### src/rtl/trap_commit_ctrl.sv
module trap_commit_ctrl #(
  parameter int XLEN = 32,
  parameter int CW = 4,
  parameter logic [XLEN-1:0] HANDLER_PC = 32'h0000_0180
) (
  input  logic            clk,
  input  logic            rst_n,
  input  logic            if_valid,
  input  logic [XLEN-1:0] if_pc,
  input  logic            if_exc,
  input  logic [CW-1:0]   if_cause,
  input  logic            id_exc,
  input  logic [CW-1:0]   id_cause,
  input  logic            ex_exc,
  input  logic [CW-1:0]   ex_cause,
  input  logic            mem_exc,
  input  logic [CW-1:0]   mem_cause,
  input  logic            irq,
  output logic            kill_f,
  output logic            kill_d,
  output logic            kill_e,
  output logic            kill_wb,
  output logic            retire,
  output logic            commit_valid,
  output logic [XLEN-1:0] commit_pc,
  output logic            redirect_valid,
  output logic [XLEN-1:0] redirect_pc,
  output logic [CW-1:0]   cause_q,
  output logic [XLEN-1:0] epc_q
);

  localparam logic [CW-1:0] CAUSE_IRQ = '0;

  logic            d_v, e_v, m_v;
  logic [XLEN-1:0] d_pc, e_pc, m_pc;
  logic            d_x, e_x, m_x;
  logic [CW-1:0]   d_c, e_c, m_c;

  logic            m_hit, trap;
  logic [CW-1:0]   m_cause, trap_cause;

  assign m_hit      = m_x | mem_exc;
  assign m_cause    = m_x ? m_c : mem_cause;
  assign trap       = m_v & (irq | m_hit);
  assign trap_cause = irq ? CAUSE_IRQ : m_cause;

  assign kill_f         = trap;
  assign kill_d         = trap;
  assign kill_e         = trap;
  assign kill_wb        = trap;
  assign redirect_valid = trap;
  assign redirect_pc    = HANDLER_PC;
  assign retire         = m_v & ~trap;
  assign commit_valid   = m_v;
  assign commit_pc      = m_pc;

  always_ff @(posedge clk) begin
    if (!rst_n) begin
      d_v <= 1'b0; e_v <= 1'b0; m_v <= 1'b0;
      d_x <= 1'b0; e_x <= 1'b0; m_x <= 1'b0;
      d_c <= '0;   e_c <= '0;   m_c <= '0;
      d_pc <= '0;  e_pc <= '0;  m_pc <= '0;
      cause_q <= '0;
      epc_q   <= '0;
    end else begin
      d_v  <= if_valid & ~trap;
      d_pc <= if_pc;
      d_x  <= if_valid & ~trap & if_exc;
      d_c  <= if_cause;

      e_v  <= d_v & ~trap;
      e_pc <= d_pc;
      e_x  <= d_v & ~trap & (d_x | id_exc);
      e_c  <= d_x ? d_c : id_cause;

      m_v  <= e_v & ~trap;
      m_pc <= e_pc;
      m_x  <= e_v & ~trap & (e_x | ex_exc);
      m_c  <= e_x ? e_c : ex_cause;

      if (trap) begin
        cause_q <= trap_cause;
        epc_q   <= m_pc;
      end
    end
  end

endmodule

### config.mk
export PLATFORM = sky130hd
export DESIGN_NAME = trap_commit_ctrl
export DESIGN_NICKNAME = d
export VERILOG_FILES = /design/src/rtl/trap_commit_ctrl.sv
export SDC_FILE = /design/constraint.sdc
export NUM_CORES = 1
export LEC_CHECK = 0
export BUFFER_PORTS_ARGS = -buffer_cell sky130_fd_sc_hd__buf_2
export CAP_MARGIN = 20
export CORE_MARGIN = 1.5
export CORE_UTILIZATION = 53
export CTS_CLUSTER_SIZE = 8
export DETAILED_ROUTE_END_ITERATION = 8
export PLACE_DENSITY = 0.84
export SLEW_MARGIN = 20
export SYNTH_ARGS = -nofsm -noshare
export SYNTH_HDL_FRONTEND = slang
export SYNTH_SLANG_ARGS = --single-unit
### constraint.sdc
create_clock -name clk -period 3 [get_ports clk]
set_input_delay 0.15 -clock clk [delete_from_list [all_inputs] [get_ports clk]]
set_output_delay 0.15 -clock clk [all_outputs]
set_load 0.02 [all_outputs]
==> results_dict.tcl, run 1 <==
set metrics [dict create \
    cp-end-kind "primary output" \
    via_count 3285 \
    p_per_area_nw_per_um2 670 \
    synth_area_leaders "dfxtp_1 (62%), and2_1 (13%), buf_4 (5.9%), nand3_1 (3.7%), o21ai_0 (3.3%)" \
    setup_violations 0 \
    fin_cells 740 \
    cts.path.max_buffers 2 \
    grt_pass1_wl_mm 15.0 \
    synthMuxAreaShare 0.0249 \
    rows 34 \
    worstMarginPinSlew_ps 788 \
    path_clk_slew_ps 60 \
    synth_cell_type_count 20 \
    r2r_slack_ps 1290 \
    arrival_ps 2150 \
    design_area_um2 6370 \
    rsz0062_at_grt "no" \
    core_area_um2 8760 \
    dieArea_um2 9680 \
    cts-hold-fix-buffers 51 \
    clkLatencyLatePin_ps 500 \
    slew_headroom 0.474 \
    hold_end "cause_q[2]$_SDFFE_PN0P_" \
    cap_violations 0 \
    synth_xor_area_frac 0 \
    post_dp_cell_area_um2 5310 \
    fin_crit_sh 0.766 \
    startpoint_type "flop" \
    finalPower_w 0.00427 \
    synth_compound_area_frac 0.0469 \
    yosysTopAreaCellShare 0.622 \
    drt-total-wl_mm 9.56 \
    multiInputGateArea_um2 1490 \
    fin_crit_ps 2300 \
    yosysSeqAreaShare 0.622 \
    start_util 0.551 \
    fmax_mhz 435 \
    io_buffers 130 \
    worstRegToRegCells 4 \
    drt-met1-wl_mm 3.99 \
    netlist_area_um2 4820 \
    holdPathStages 3 \
    cts-buffers-inserted 17 \
    grt-ovfl-total 0 \
    ctsRootBufferMaster "clkbuf_8" \
    avgSynthCellArea_um2 10.7 \
    die_h_um 98.4 \
    yosysTopAreaCell "dfxtp_1" \
    synthAdderAreaFrac 0 \
    synth_top_family_by_area "simple AND/OR/NAND/NOR gates" \
    syn2layout_area_growth_pct 32.1 \
    ant_nets 0 \
    setup_tns_ps 0 \
    n_antenna_cell 0 \
    nets 675 \
    routed.top_layer "met4" \
    dpl.cell_count 657 \
    avgRoutedWirePerCell_um 12.9 \
    met2RoutedLength_mm 5.07 \
    clock_skew_ps 8.61 \
    min-delay-start "mem_cause[2]" \
    drt_iter0_drc 195 \
    path_class "reg -> out" \
    post-dp-hpwl_mm 5.73 \
    synth_warnings 0 \
    vdd_drop_max_v 0.000507 \
    final_util 0.727 \
    antenna_found_initial 0 \
    finalMaxSlewViolations 0 \
    drive_above_1_share 0.264 \
    reg2reg_from "m_x$_SDFF_PN0_" \
    hold_class "in -> reg" \
    drt_first_pass_iters 4 \
    leakage_nw 2.89 \
    post_cts_resized 0 \
    ios 163 \
    viasPerCell 4.44 \
    cts_setup_buffers 0 \
    drc 0 \
    gp_congestion 0.826 \
    synth-seq-cells 150 \
    cts_tree "yes" \
    grt_pass1_vias 3225 \
    grtUsageTotal 0.199 \
    critPathMaxFanout 76 \
    grt_max_degree 99 \
    syn_inst 453 \
    status "finished, final reports clean" \
    cp.required_ps 2850 \
    dr_wl_met3_um 381 \
    n_fill_cell 610 \
    hold_violations 0 \
    timing.rr.end "m_x$_SDFF_PN0_" \
    synth_simple_gate_area_frac 0.213 \
    die_x_um 98.4 \
    seq_area_um2 3000 \
    htree_levels 4 \
    clock_sinks 150 \
]
-- through the flow --
stage	hold slack, ps	worst slack [ps]
after detailed placement	358	1230
after CTS	7.92	683
after global routing	34.8	528
final	29.4	701
after floorplan	260	1520
after global placement	356	1290
-- flip-flops by register name, summed over array words and instances (netlist names) --
name / flops
commit_pc: 32
d_pc: 32
e_pc: 32
epc_q: 32
cause_q: 4
d_c: 4
e_c: 4
m_c: 4
commit_valid: 1
d_v: 1
d_x: 1
e_v: 1
e_x: 1
m_x: 1
-- cells in the mapped netlist (all sizes together) --
library cell and count:
and2 101, o31ai 5, dfxtp 150, nand3 36, nor2b 8, conb 2, clkbuf 19, mux2i 12
and3 3, inv 1, nand2b 1, buf 48, nand2 32, o21a 2, nor4b 1, o21ai 32
-- power breakdown --
| part | internal, W | leakage [nW] | switching (W) | total, W |
|---|---|---|---|---|
| sequential | 0.00206 | 1.23 | 0.0000228 | 0.00208 |
| combinational | 0.000120 | 1.40 | 0.000136 | 0.000256 |
| clock | 0.00113 | 0.262 | 0.000805 | 0.00194 |
-- how the worst max path moves through the flow --
| stage | start | to | slack [ps] | depth (start not counted) |
|---|---|---|---|---|
| after floorplan | m_x$_SDFF_PN0_ | kill_e | 1520 | 6 |
| after global placement | m_x$_SDFF_PN0_ | kill_f | 1290 | 4 |
| after detailed placement | m_x$_SDFF_PN0_ | redirect_valid | 1230 | 4 |
| after CTS | m_x$_SDFF_PN0_ | redirect_valid | 680 | 4 |
| after global routing | m_x$_SDFF_PN0_ | redirect_valid | 530 | 4 |
| final | m_x$_SDFF_PN0_ | redirect_valid | 700 | 4 |
-- cell type report --
class	instances	area share
clock buffers	19	0.0677
clock inverters	13	0.0192
inverters	1	0.000589
multi-input cells	265	0.234
flip-flops and latches	150	0.471
well taps	108	0.0212
repair buffers	184	0.186
-- layer usage --
metal / vias up / global-route usage
met5: - / 0
met4: 0 / 0.0867
met3: 8 / 0.0525
met2: 99 / 0.359
met1: 1469 / 0.221
li1: 1709 / -
-- kinds of logic (layout without fill, tap and decap cells) --
| family | after synthesis | count (layout) |
|---|---|---|
| buffers and inverters | 68 | 217 |
| AND/OR/NAND/NOR | 182 | 182 |
| flip-flops | 150 | 150 |
| AO/OA/AOI/OAI | 39 | 39 |
| multiplexers | 12 | 12 |
| other | 2 | 32 |
-- placed cells by master, fill, tap and decap left out, types with 8 or more instances in the layout --
master / synthesis / layout
buf_2: 5 / 129
conb_1: 2 / 32
o21ai_0: 32 / 32
nand3_1: 36 / 36
dlygate4sd3_1: 0 / 51
and2_1: 101 / 101
mux2i_1: 12 / 12
nand2_1: 32 / 32
dfxtp_1: 150 / 150
clkbuf_16: 0 / 16
nor2b_1: 8 / 8
-- critical path, cell delays in order, from the launching register on --
cell     delay, ps
dfxtp_1        420
o31ai_4        270
buf_4          560
inv_1          180
buf_2          210
Power figures use the tool's default switching activity.
==> run 2: changes to the inputs <==
- ABC_AREA: unset -> 1
- CORE_UTILIZATION: 53 -> 50
- PLACE_DENSITY: 0.84 -> 0.79
- clock period: 3 -> 2.3 ns (I/O delays scaled with it)
==> results_dict.tcl, run 2 <==
set metrics [dict create \
    synth_top_family_by_area "simple AND/OR/NAND/NOR gates" \
    hold_violations 0 \
    grt_max_degree 65 \
    yosysMostFrequentCell "dfxtp_1" \
    met2RoutedLength_mm 5.10 \
    netlist_area_um2 5140 \
    dieArea_um2 10900 \
    synth_simple_gate_area_frac 0.209 \
    path_clk_slew_ps 60 \
    multiInputGateArea_um2 1420 \
    yosysSeqAreaShare 0.584 \
    clock_sinks 150 \
    synth_area_leaders "dfxtp_1 (58%), nand2_1 (11%), inv_1 (8.0%), buf_4 (5.8%), nor2_1 (5.2%)" \
    crit_slowest_cell "buf_4" \
    drc 0 \
    status "finished, final reports clean" \
    startpoint_type "flop" \
    critPathMaxFanout 59 \
    avgRoutedWirePerCell_um 11.3 \
    synth_warnings 0 \
    path_cells "nor2_1 > nand2_2 > buf_4 > nor2_1 > buf_2" \
    worstRegToRegCells 4 \
    nets 849 \
    grt_pass1_wl_mm 17.3 \
    die_h_um 104 \
    dpl.cell_count 855 \
    worstMarginPinSlew_ps 616 \
    start_util 0.521 \
    hold_class "in -> reg" \
    syn2layout_area_growth_pct 32.3 \
    final_cell_mix "dfxtp_1 (149), nand2_1 (143), buf_2 (129), inv_1 (110), nor2_1 (71)" \
    drt_iter0_drc 192 \
    avgSynthCellArea_um2 8.24 \
    layout_commonest_cell "dfxtp_1" \
    reg2reg_from "commit_valid$_SDFF_PN0_" \
    cts-buffers-inserted 17 \
    gp_congestion 0.857 \
    crit_path_start "m_x$_SDFF_PN0_" \
    grtUsageTotal 0.201 \
    core_area_um2 9860 \
    cts-hold-fix-buffers 52 \
    fin_cells 937 \
    syn_inst 624 \
    r2r_slack_ps 470 \
    dr_wl_met3_um 601 \
    synth_xor_area_frac 0 \
    timing.rr.end "d_x$_SDFF_PN0_" \
    synth-seq-cells 150 \
    rows 36 \
    synthArstFlopShare 0 \
    ctsRootBufferMaster "clkbuf_8" \
    finalMaxSlewViolations 0 \
    drive_above_1_share 0.205 \
    cp.required_ps 2180 \
    ant_nets 0 \
    leakage_nw 3.92 \
    via_count 3969 \
    synthAdderAreaFrac 0 \
    ios 163 \
    drt_first_pass_iters 4 \
    drt-total-wl_mm 10.6 \
    synthMuxAreaShare 0 \
    synth_compound_area_frac 0.0428 \
    n_fill_cell 717 \
    rsz0062_at_grt "no" \
    fin_crit_sh 0.882 \
    antenna_found_initial 0 \
    clkLatencyLatePin_ps 510 \
    design_area_um2 6800 \
    io_buffers 130 \
    synth_common_cells "dfxtp_1 (150), nand2_1 (144), inv_1 (110)" \
    cts_setup_buffers 0 \
    post-dp-hpwl_mm 6.37 \
    yosysTopAreaCell "dfxtp_1" \
    fin_crit_ps 2030 \
    cts.path.max_buffers 2 \
    endpoint "retire" \
    crit_buf_inv 2 \
    cts_tree "yes" \
    final_util 0.689 \
    crit_family "buffers and inverters" \
    cp.depth 5 \
    fmax_mhz 493 \
    post_dp_cell_area_um2 5710 \
    n_antenna_cell 0 \
    arrival_ps 1910 \
    die_x_um 104 \
    cp_common_cell "nor2_1" \
    slew_headroom 0.590 \
    path_class "reg -> out" \
    setup_violations 0 \
    vdd_drop_max_v 0.000401 \
    viasPerCell 4.24 \
    yosysTopAreaCellShare 0.584 \
    grt-ovfl-total 0 \
    setup_tns_ps 0 \
    p_per_area_nw_per_um2 857 \
    ys.flop_type "dfxtp_1" \
    cap_violations 0 \
    drt-met1-wl_mm 4.67 \
    cp-end-kind "primary output" \
    clock_skew_ps 3.90 \
    crit_path_max_incr_delay_ps 490 \
    synth-edff-count 0 \
    synth_cell_type_count 16 \
    seq_area_um2 3000 \
    post_cts_resized 0 \
    htree_levels 4 \
    grt_pass1_vias 3722 \
    whs_ps 29.2 \
    routed.top_layer "met4" \
]
-- run 2: report_power, final --
| group | switching (W) | total [W] | internal (W) |
|---|---|---|---|
| clock network | 0.000969 | 0.00263 | 0.00166 |
| logic | 0.000263 | 0.000447 | 0.000183 |
| registers | 0.0000445 | 0.00275 | 0.00270 |
-- run 2: worst min-delay path: cells and delay by family --
| kind | cells | cell delay (ps) |
|---|---|---|
| AND/OR/NAND/NOR | 3 | 230 |
| buffers and inverters | 1 | 90 |
| AO/OA/AOI/OAI | 1 | 70 |
-- run 2: worst min path at each step --
stage	start	to	slack, ps	cells past startpoint
3_3_place_gp	if_pc[25]	d_pc[25]$_SDFF_PN0_	300	3
2_1_floorplan	if_cause[0]	d_c[0]$_SDFF_PN0_	210	2
5_1_grt	mem_cause[1]	cause_q[1]$_SDFFE_PN0P_	40	5
4_1_cts	mem_cause[1]	cause_q[1]$_SDFFE_PN0P_	4	5
3_5_place_dp	if_pc[7]	d_pc[7]$_SDFF_PN0_	300	3
6_report	mem_cause[1]	cause_q[1]$_SDFFE_PN0P_	30	5
-- run 2: cell families after synthesis --
family | after synthesis
AOI/OAI and AO/OA | 44
buffers and inverters | 177
DFF | 150
other | 2
and+or+nand+nor | 251
-- run 2: per-layer routing --
layer / vias up / track usage
li1: 2096 / -
met1: 1706 / 0.246
met2: 151 / 0.330
met3: 16 / 0.0576
met4: 0 / 0.0833
met5: - / 0
-- run 2: layout make-up --
class,instances,share of cell area
timing repair buffer,186,0.181
sequential,150,0.442
tap,133,0.0245
clock buffer,21,0.0646
clock inverter,9,0.0190
multi-input combinational,327,0.208
inverter,111,0.0613
-- run 2: stage by stage --
step           total power (W)  setup WS [ps]
3_3_place_gp           0.00316            882
6_report               0.00583            271
5_1_grt                0.00605            135
3_5_place_dp           0.00317            825
4_1_cts                0.00585            272
2_1_floorplan          0.00310            888
==> run 3: changes to the inputs <==
- CORE_ASPECT_RATIO: unset -> 0.6
- CORE_UTILIZATION: 50 -> 54
- GPL_ROUTABILITY_DRIVEN: unset -> 0
- PLACE_DENSITY: 0.79 -> 0.84
- clock period: 2.3 -> 2.4 ns (I/O delays scaled with it)
==> results_dict.tcl, run 3 (synthesized netlist as in run 2, its figures left out) <==
set metrics [dict create \
    status "finished, final reports clean" \
    finalMaxSlewViolations 0 \
    p_per_area_nw_per_um2 855 \
    path_clk_slew_ps 60 \
    start_util 0.557 \
    ios 163 \
    core_area_um2 9220 \
    grt_pass1_wl_mm 19.1 \
    io_buffers 130 \
    via_count 4123 \
    crit_slowest_cell "dlygate4sd3_1" \
    startpoint_type "flop" \
    n_fill_cell 660 \
    cts.path.max_buffers 2 \
    drt-total-wl_mm 12.1 \
    drt_first_pass_iters 5 \
    viasPerCell 4.43 \
    drt_iter0_drc 222 \
    cp-end-kind "flop" \
    final_cell_mix "dfxtp_1 (149), nand2_1 (143), buf_2 (129), inv_1 (110), nor2_1 (71)" \
    grt_max_degree 76 \
    crit_path_max_incr_delay_ps 550 \
    path_cells "nor2_1 > nand2_2 > nand2_4 > inv_2 > nor3_1 > dlygate4sd3_1" \
    arrival_ps 2380 \
    finalPower_w 0.00580 \
    drive_above_1_share 0.214 \
    antenna_found_initial 0 \
    die_h_um 78.6 \
    setup_tns_ps 0 \
    leakage_nw 3.92 \
    ctsRootBufferMaster "clkbuf_16" \
    vdd_drop_max_v 0.000577 \
    layout_commonest_cell "dfxtp_1" \
    worstMarginPinSlew_ps 730 \
    rsz0062_at_grt "no" \
    avgRoutedWirePerCell_um 13.0 \
    cp.required_ps 2690 \
    hold_class "in -> reg" \
    setup_violations 0 \
    cts_setup_buffers 0 \
    clkLatencyLatePin_ps 420 \
    fin_crit_ps 2080 \
    nets 843 \
    grt_pass1_vias 4049 \
    crit_family "simple AND/OR/NAND/NOR gates" \
    slew_headroom 0.513 \
    clock_skew_ps 12.3 \
    crit_buf_inv 2 \
    r2r_slack_ps 320 \
    die_x_um 129 \
    syn2layout_area_growth_pct 32.0 \
    cts-buffers-inserted 17 \
    ant_nets 0 \
    hold_violations 0 \
    dieArea_um2 10100 \
    htree_levels 4 \
    drc 0 \
    post-dp-hpwl_mm 7.29 \
    critPathMaxFanout 32 \
    cap_violations 0 \
    grtUsageTotal 0.250 \
    fin_crit_sh 0.869 \
    rows 27 \
    grt-ovfl-total 0 \
    n_antenna_cell 0 \
    cts_tree "yes" \
    path_class "reg -> reg" \
    fmax_mhz 480 \
    clock_sinks 150 \
]
## run 3: changes by cell type in the layout (fill, tap and decap cells not counted), sizes merged
cell / previous run / this run
dlygate4sd3: 52 / 45
inv: 111 / 117
clkbuf: 21 / 17
buf: 134 / 135
clkinv: 4 / 3
clkinvlp: 2 / 3
## run 3: per-stage QoR
step / cell area [µm²] / hold slack, ps / utilization / std cells / setup WS (ps)
floorplan: 5250 / 218 / - / 654 / 983
global placement: 5720 / 300 / 0.620 / 853 / 855
detailed placement: 5720 / 306 / 0.620 / 853 / 778
CTS: 6780 / 0.171 / 0.735 / 930 / 337
global route: 6780 / 35.5 / 0.735 / 930 / 126
finish: 6780 / 10.3 / 0.735 / 930 / 315
## run 3: layout make-up
class	count	area (µm²)	area share
Sequential cell	150	3000	0.443
Multi-Input combinational cell	327	1420	0.209
Timing Repair Buffer	180	1170	0.172
Clock buffer	17	425	0.0627
Inverter	111	417	0.0614
Clock inverter	15	191	0.0282
Tap cell	130	163	0.0240
## run 3: report_power, final
part / total [W] / internal [W] / switching [W]
sequential: 0.00263 / 0.00259 / 0.0000410
combinational: 0.000440 / 0.000171 / 0.000269
clock: 0.00273 / 0.00166 / 0.00107
total: 0.00580 / 0.00442 / 0.00138
## run 3: worst paths after layout
path,from,end,cells after the start
setup / recovery,m_x$_SDFF_PN0_,d_x$_SDFF_PN0_,6
hold / removal,id_exc,e_x$_SDFF_PN0_,3
setup reg to reg,m_x$_SDFF_PN0_,d_x$_SDFF_PN0_,6
hold reg to reg,e_pc[31]$_SDFF_PN0_,commit_pc[31]$_SDFF_PN0_,2
## run 3: repair_timing
| item | CTS | global route |
|---|---|---|
| gates resized for setup | 0 | 0 |
| hold buffers | 45 | 0 |
| hold endpoints to repair | 44 | 0 |
## run 3: layer usage
metal,share of wire,global-route usage,wire (µm),vias to the layer above
li1,-,-,-,2090
met1,0.41,0.276,5000,1849
met2,0.50,0.437,6070,155
met3,0.059,0.0907,707,29
met4,0.025,0.106,299,0
met5,0,0,0,-
## run 3: worst min-delay path, stage by stage
cell    delay (ps)
buf_2           70
nor2_1          40
nor3_1         140
